File: src/rtl/iqf_pkg.sv
package iqf_pkg;
    typedef enum logic {
        CH_Q = 1'b0,
        CH_I = 1'b1
    } chan_e;
endpackage

File: src/rtl/iqf_decode.sv
module iqf_decode #(
    parameter int W = 14
) (
    input  logic [W-1:0] raw,
    input  logic         inv,
    input  logic         twos,
    output logic [W-1:0] code
);
    logic [W-1:0] unflipped;

    always_comb begin
        unflipped   = raw ^ {W{inv}};
        code        = unflipped;
        code[W-1]   = unflipped[W-1] ^ twos;
    end
endmodule

File: src/rtl/iqf_align_pipe.sv
module iqf_align_pipe #(
    parameter int          W       = 29,
    parameter int          DEPTH   = 6,
    parameter logic [W-1:0] RST_VAL = '0
) (
    input  logic         clk,
    input  logic         rst,
    input  logic [W-1:0] d,
    output logic [W-1:0] q
);
    logic [DEPTH-1:0][W-1:0] stage_d, stage_q;

    generate
        if (DEPTH == 1) begin : g_single
            always_comb begin
                stage_d[0] = rst ? RST_VAL : d;
            end
        end else begin : g_chain
            always_comb begin
                stage_d[0] = rst ? RST_VAL : d;
                for (int k = 1; k < DEPTH; k++) begin
                    stage_d[k] = rst ? RST_VAL : stage_q[k-1];
                end
            end
        end
    endgenerate

    always_ff @(posedge clk) begin
        stage_q <= stage_d;
    end

    assign q = stage_q[DEPTH-1];
endmodule

File: src/rtl/iq_pair_frontend.sv
module iq_pair_frontend #(
    parameter int W     = 14,
    parameter int Q_LAT = 8
) (
    input  logic         clk,
    input  logic         rst,
    input  logic [W-1:0] word_in,
    input  logic         chan_is_i,
    input  logic         flip,
    input  logic         fmt_twos,
    output logic [W-1:0] i_code,
    output logic [W-1:0] q_code,
    output logic         pair_stb,
    output logic         seq_err
);
    import iqf_pkg::*;

    localparam int           DEPTH = Q_LAT - 2;
    localparam int           PW    = 2 * W + 1;
    localparam logic [W-1:0] MID   = {1'b1, {(W-1){1'b0}}};

    typedef struct packed {
        logic [W-1:0] cap_w;
        chan_e        cap_ch;
        logic         cap_inv;
        logic         cap_v;
        logic         fmt;
        logic [W-1:0] dec_w;
        chan_e        dec_ch;
        logic         dec_v;
        logic [W-1:0] pend_w;
        logic         pend_v;
        logic [W-1:0] pair_i;
        logic [W-1:0] pair_q;
        logic         pair_v;
        logic         err;
    } st_t;

    st_t          s_d, s_q;
    logic [W-1:0] dec_code;
    logic [PW-1:0] pipe_in, pipe_out;

    iqf_decode #(.W(W)) u_decode (
        .raw  (s_q.cap_w),
        .inv  (s_q.cap_inv),
        .twos (s_q.fmt),
        .code (dec_code)
    );

    always_comb begin
        s_d         = s_q;
        s_d.cap_w   = word_in;
        s_d.cap_ch  = chan_e'(chan_is_i);
        s_d.cap_inv = flip;
        s_d.cap_v   = 1'b1;
        s_d.fmt     = fmt_twos;
        s_d.dec_w   = dec_code;
        s_d.dec_ch  = s_q.cap_ch;
        s_d.dec_v   = s_q.cap_v;
        s_d.pair_v  = 1'b0;
        if (s_q.dec_v) begin
            if (s_q.dec_ch == CH_I) begin
                if (s_q.pend_v) s_d.err = 1'b1;
                s_d.pend_w = s_q.dec_w;
                s_d.pend_v = 1'b1;
            end else if (s_q.pend_v) begin
                s_d.pair_i = s_q.pend_w;
                s_d.pair_q = s_q.dec_w;
                s_d.pair_v = 1'b1;
                s_d.pend_v = 1'b0;
            end else begin
                s_d.err = 1'b1;
            end
        end
        if (rst) begin
            s_d.cap_w   = MID;
            s_d.cap_ch  = CH_Q;
            s_d.cap_inv = 1'b0;
            s_d.cap_v   = 1'b0;
            s_d.fmt     = 1'b0;
            s_d.dec_w   = MID;
            s_d.dec_ch  = CH_Q;
            s_d.dec_v   = 1'b0;
            s_d.pend_w  = MID;
            s_d.pend_v  = 1'b0;
            s_d.pair_i  = MID;
            s_d.pair_q  = MID;
            s_d.pair_v  = 1'b0;
            s_d.err     = 1'b0;
        end
    end

    always_ff @(posedge clk) begin
        s_q <= s_d;
    end

    assign pipe_in = {s_q.pair_v, s_q.pair_i, s_q.pair_q};

    iqf_align_pipe #(
        .W       (PW),
        .DEPTH   (DEPTH),
        .RST_VAL ({1'b0, MID, MID})
    ) u_align (
        .clk (clk),
        .rst (rst),
        .d   (pipe_in),
        .q   (pipe_out)
    );

    assign pair_stb = pipe_out[PW-1];
    assign i_code   = pipe_out[2*W-1:W];
    assign q_code   = pipe_out[W-1:0];
    assign seq_err  = s_q.err;

    // reset puts both outputs at midscale with no strobe or error
    p_reset_mid_r10: assert property (@(posedge clk)
        rst |=> (i_code == MID && q_code == MID && !pair_stb && !seq_err));

    // strobes are separated by at least one idle cycle
    p_strobe_gap_r11: assert property (@(posedge clk) disable iff (rst)
        pair_stb |=> !pair_stb);

    // the error flag is sticky
    p_err_sticky_r8: assert property (@(posedge clk) disable iff (rst)
        seq_err |=> seq_err);

    // two adjacent words on the same channel must end in an error
    p_err_cause_r9: assert property (@(posedge clk) disable iff (rst)
        (s_q.cap_v && s_q.dec_v && s_q.cap_ch == s_q.dec_ch) |-> ##2 seq_err);
endmodule

File: config.mk
export PLATFORM = sky130hd
export DESIGN_NAME = iq_pair_frontend
export DESIGN_NICKNAME = d
export VERILOG_FILES = /design/src/rtl/iqf_pkg.sv /design/src/rtl/iqf_decode.sv /design/src/rtl/iqf_align_pipe.sv /design/src/rtl/iq_pair_frontend.sv
export SDC_FILE = /design/constraint.sdc
export NUM_CORES = 1
export LEC_CHECK = 0
export ABC_AREA = 0
export BUFFER_PORTS_ARGS = -buffer_cell sky130_fd_sc_hd__buf_2
export CAP_MARGIN = 20
export CORE_ASPECT_RATIO = 0.5
export CORE_MARGIN = 1.5
export CORE_UTILIZATION = 31
export CTS_BUF_LIST = sky130_fd_sc_hd__clkbuf_8
export DETAILED_ROUTE_END_ITERATION = 8
export HOLD_SLACK_MARGIN = 0.15
export PLACE_DENSITY = 0.56
export SYNTH_ARGS = -nofsm -noshare
export SYNTH_HDL_FRONTEND = slang
export SYNTH_SLANG_ARGS = --single-unit
File: constraint.sdc
create_clock -name clk -period 3.1 [get_ports clk]
set_input_delay 0.465 -clock clk [delete_from_list [all_inputs] [get_ports clk]]
set_output_delay 0.465 -clock clk [all_outputs]
set_load 0.01 [all_outputs]
==> flow_summary_export.csv <==
group,metric,value,unit
synth,syn_avg_cell_area,11.5,sq um
synth,ys_ff_latch,253,
floorplanning,dieArea,26300,sq um
worst_setup_path,cp_slowest_cell,"ha_2",
global_route,grt_util_all_layers,8.87,%
floorplanning,core-area,24400,sq um
final_layout,final_nets,733,
place,dp_cells,998,
sta,post-route-min-period,2.12,ns
sta,setup_viol,0,
routing,wl_per_cell,10.3,microns
worst_setup_path,crit_path_max_incr_delay,0.83,ns
sta,skew,0.0281,ns
global_route,grt_first_pass_wirelength,19.3,mm
final_layout,layout-drive-gt1-share,21.4,%
clocking,clock_sinks,253,
worst_setup_path,end_kind,"flop",
sta,slew_violations,0,
sta,max_freq,472,MHz
floorplanning,start_util,32.1,%
place,portBuffers,48,
worst_setup_path,worstPathCellList,"buf_4, inv_1, ha_2, nand2_1, a211o_1",
sta,worstMarginPinSlew,0.981,ns
synth,syn_nets,704,
final_layout,area_growth,14.4,%
clocking,cts_buffers,38,
clocking,postCtsSetupBuffers,0,
routing,avgViaCountPerCell,3.82,
sta,slew_headroom,34.6,%
final_layout,multi_input_area,2270,sq um
worst_hold_path,min_path_type,"in2reg",
clocking,cts_tree,"built",
routing,wl,11.1,mm
final_layout,nFillCells,2470,
power_and_ir_drop,p_total,0.00618,W
worst_setup_path,r2r-end,"pipe_in[27]",
synth,synth_cell_types,21,
routing,vias,4104,
floorplanning,num_rows,40,
sta,rsz0062_at_grt,"false",
worst_setup_path,reg2reg_setup_slack,0.98,ns
routing,drc,0,
clocking,worstSkewPairLatency,0.52,ns
routing,drt_iter0_drc,175,
synth,yosysWarnings,0,
run_status,status,"complete, no violations",
floorplanning,fp.dieW,228,microns
final_layout,final_util,36.7,%
worst_setup_path,startpoint_type,"flop",
worst_hold_path,min_to,"s_q[74]",
sta,final.setup.tns,0,ns
floorplanning,io_pins,49,
clocking,h-tree-depth,2,
place,gp_congestion,0.684,
global_route,antenna_found_initial,0,
power_and_ir_drop,ir_drop,0.228,mV
job,maxCapViolations,0,
worst_hold_path,min_from,"word_in[9]",
clocking,root_buffer,"clkbuf_8",
worst_setup_path,cp.required,3.50,ns
sta,fin_crit_sh,68.4,%
synth,yosysSeqAreaShare,64.6,%
global_route,grt_pass1_vias,3933,
clocking,clk_pin_slew_worst_paths,0.06,ns
global_route,overflow,0,
global_route,grt_max_degree,99,
routing,dr.pass1.iters,4,
worst_setup_path,timing.rr.start,"s_q[46]",
routing,ant_nets,0,
worst_setup_path,crit_fanout,55,
synth,synthesis.area,7840,sq um
floorplanning,die_h,115,microns
final_layout,stdcell_count,1073,
worst_setup_path,crit_arrival,2.52,ns
power_and_ir_drop,pwr_density_cell,689,nW/um^2
worst_setup_path,reg2regPathDepth,5,
final_layout,antenna_cells,0,
final_layout,regArea,5070,sq um
worst_hold_path,holdPathStages,2,
synth,synthCells,684,
worst_setup_path,path_class,"reg2reg",
sta,final_hold_viol_count,0,
power_and_ir_drop,leakagePower,3.56,nW
clocking,cts_buffer_depth,3,
-- cells in the final DEF, fill, tap and decap left out, drive strengths merged, types with 3 or more instances in the layout --
master,count
a211o,3
a21bo,39
a21oi,41
and3,3
buf,55
bufinv,3
clkbuf,45
dfxtp,253
dlygate4sd3,11
inv,18
nand2,3
nand3,39
nor2,14
nor2b,180
or2,13
xnor2,13
-- worst max path at each step --
stage / cells past startpoint / slack [ns] / to / startpoint
2_1_floorplan: 7 / 1.72 / pipe_in[10] / s_q[46]
3_3_place_gp: 5 / 1.07 / pipe_in[27] / s_q[46]
3_5_place_dp: 5 / 0.99 / pipe_in[27] / s_q[46]
4_1_cts: 5 / 0.98 / pipe_in[27] / s_q[46]
5_1_grt: 5 / 0.84 / pipe_in[27] / s_q[46]
6_report: 5 / 0.98 / pipe_in[27] / s_q[46]
-- critical path: cells and delay by family (launching register included) --
family	cells	cell delay, ns
DFF	1	0.30
AOI/OAI and AO/OA	1	0.36
buffers and inverters	2	0.32
and+or+nand+nor	1	0.19
adders and majority gates	1	0.83
-- cell families after synthesis --
group / share of synthesized area [%]
compound gates: 7.93
xor+xnor: 1.74
fa+ha+maj: 0.160
buf+inv: 6.40
flops: 64.6
simple gates: 19.1
-- flip-flops by register name, indices dropped and copies added (netlist names) --
signal / cells
u_align.q: 29
u_align.stage_q: 145
s_q: 49
pipe_in: 29
seq_err: 1
-- cell type report --
| cell class | instances | area share (%) |
|---|---|---|
| multi-input cells | 352 | 25.3 |
| inverters | 2 | 0.0837 |
| clock inverters | 19 | 1.79 |
| clock buffers | 45 | 6.91 |
| well taps | 336 | 4.69 |
| flip-flops and latches | 253 | 56.5 |
| repair buffers | 66 | 4.70 |
-- cells in the mapped netlist, drive strengths merged --
library cell | number | share of area [%]
a211o | 3 | 0.34
a21bo | 39 | 5.0
a21oi | 41 | 2.6
and3 | 3 | 0.24
and4 | 1 | 0.11
buf | 70 | 6.0
clkbuf | 7 | 0.34
dfxtp | 253 | 65
ha | 1 | 0.16
inv | 2 | 0.096
nand2 | 3 | 0.14
nand2b | 1 | 0.080
nand3 | 39 | 2.5
nor2 | 14 | 0.67
nor2b | 180 | 14
or2 | 13 | 1.0
xnor2 | 13 | 1.5
xnor3 | 1 | 0.29
-- timing repair --
| action | 4_1_cts | 5_1_grt |
|---|---|---|
| gates resized for setup | 0 | 0 |
| hold buffers | 10 | 1 |
| hold endpoints to repair | 10 | 1 |
| endpoints found under the setup margin | 0 | 0 |
-- stage by stage --
step	setup WS (ns)	hold slack, ns	cell area (sq um)
after floorplan	1.72	0.383	7840
final	0.979	0.184	8970
after global routing	0.843	0.166	8970
after global placement	1.07	0.392	8080
after detailed placement	0.987	0.396	8080
after CTS	0.982	0.156	8960
-- layer usage --
metal | vias to the layer above | part of all wire (%) | track usage [%]
met5 | - | 0 | 0
li1 | 2203 | - | -
met3 | 32 | 5.7 | 3.47
met2 | 77 | 37 | 11.7
met1 | 1792 | 55 | 12.5
met4 | 0 | 2.7 | 4.24
-- power breakdown --
part | total, W | switching [W] | internal [W]
Clock | 0.00274 | 0.00117 | 0.00157
Combinational | 0.000132 | 0.0000781 | 0.0000537
Sequential | 0.00331 | 0.0000314 | 0.00328
Total | 0.00618 | 0.00128 | 0.00490
No activity file was read; power rests on OpenSTA's default activity.
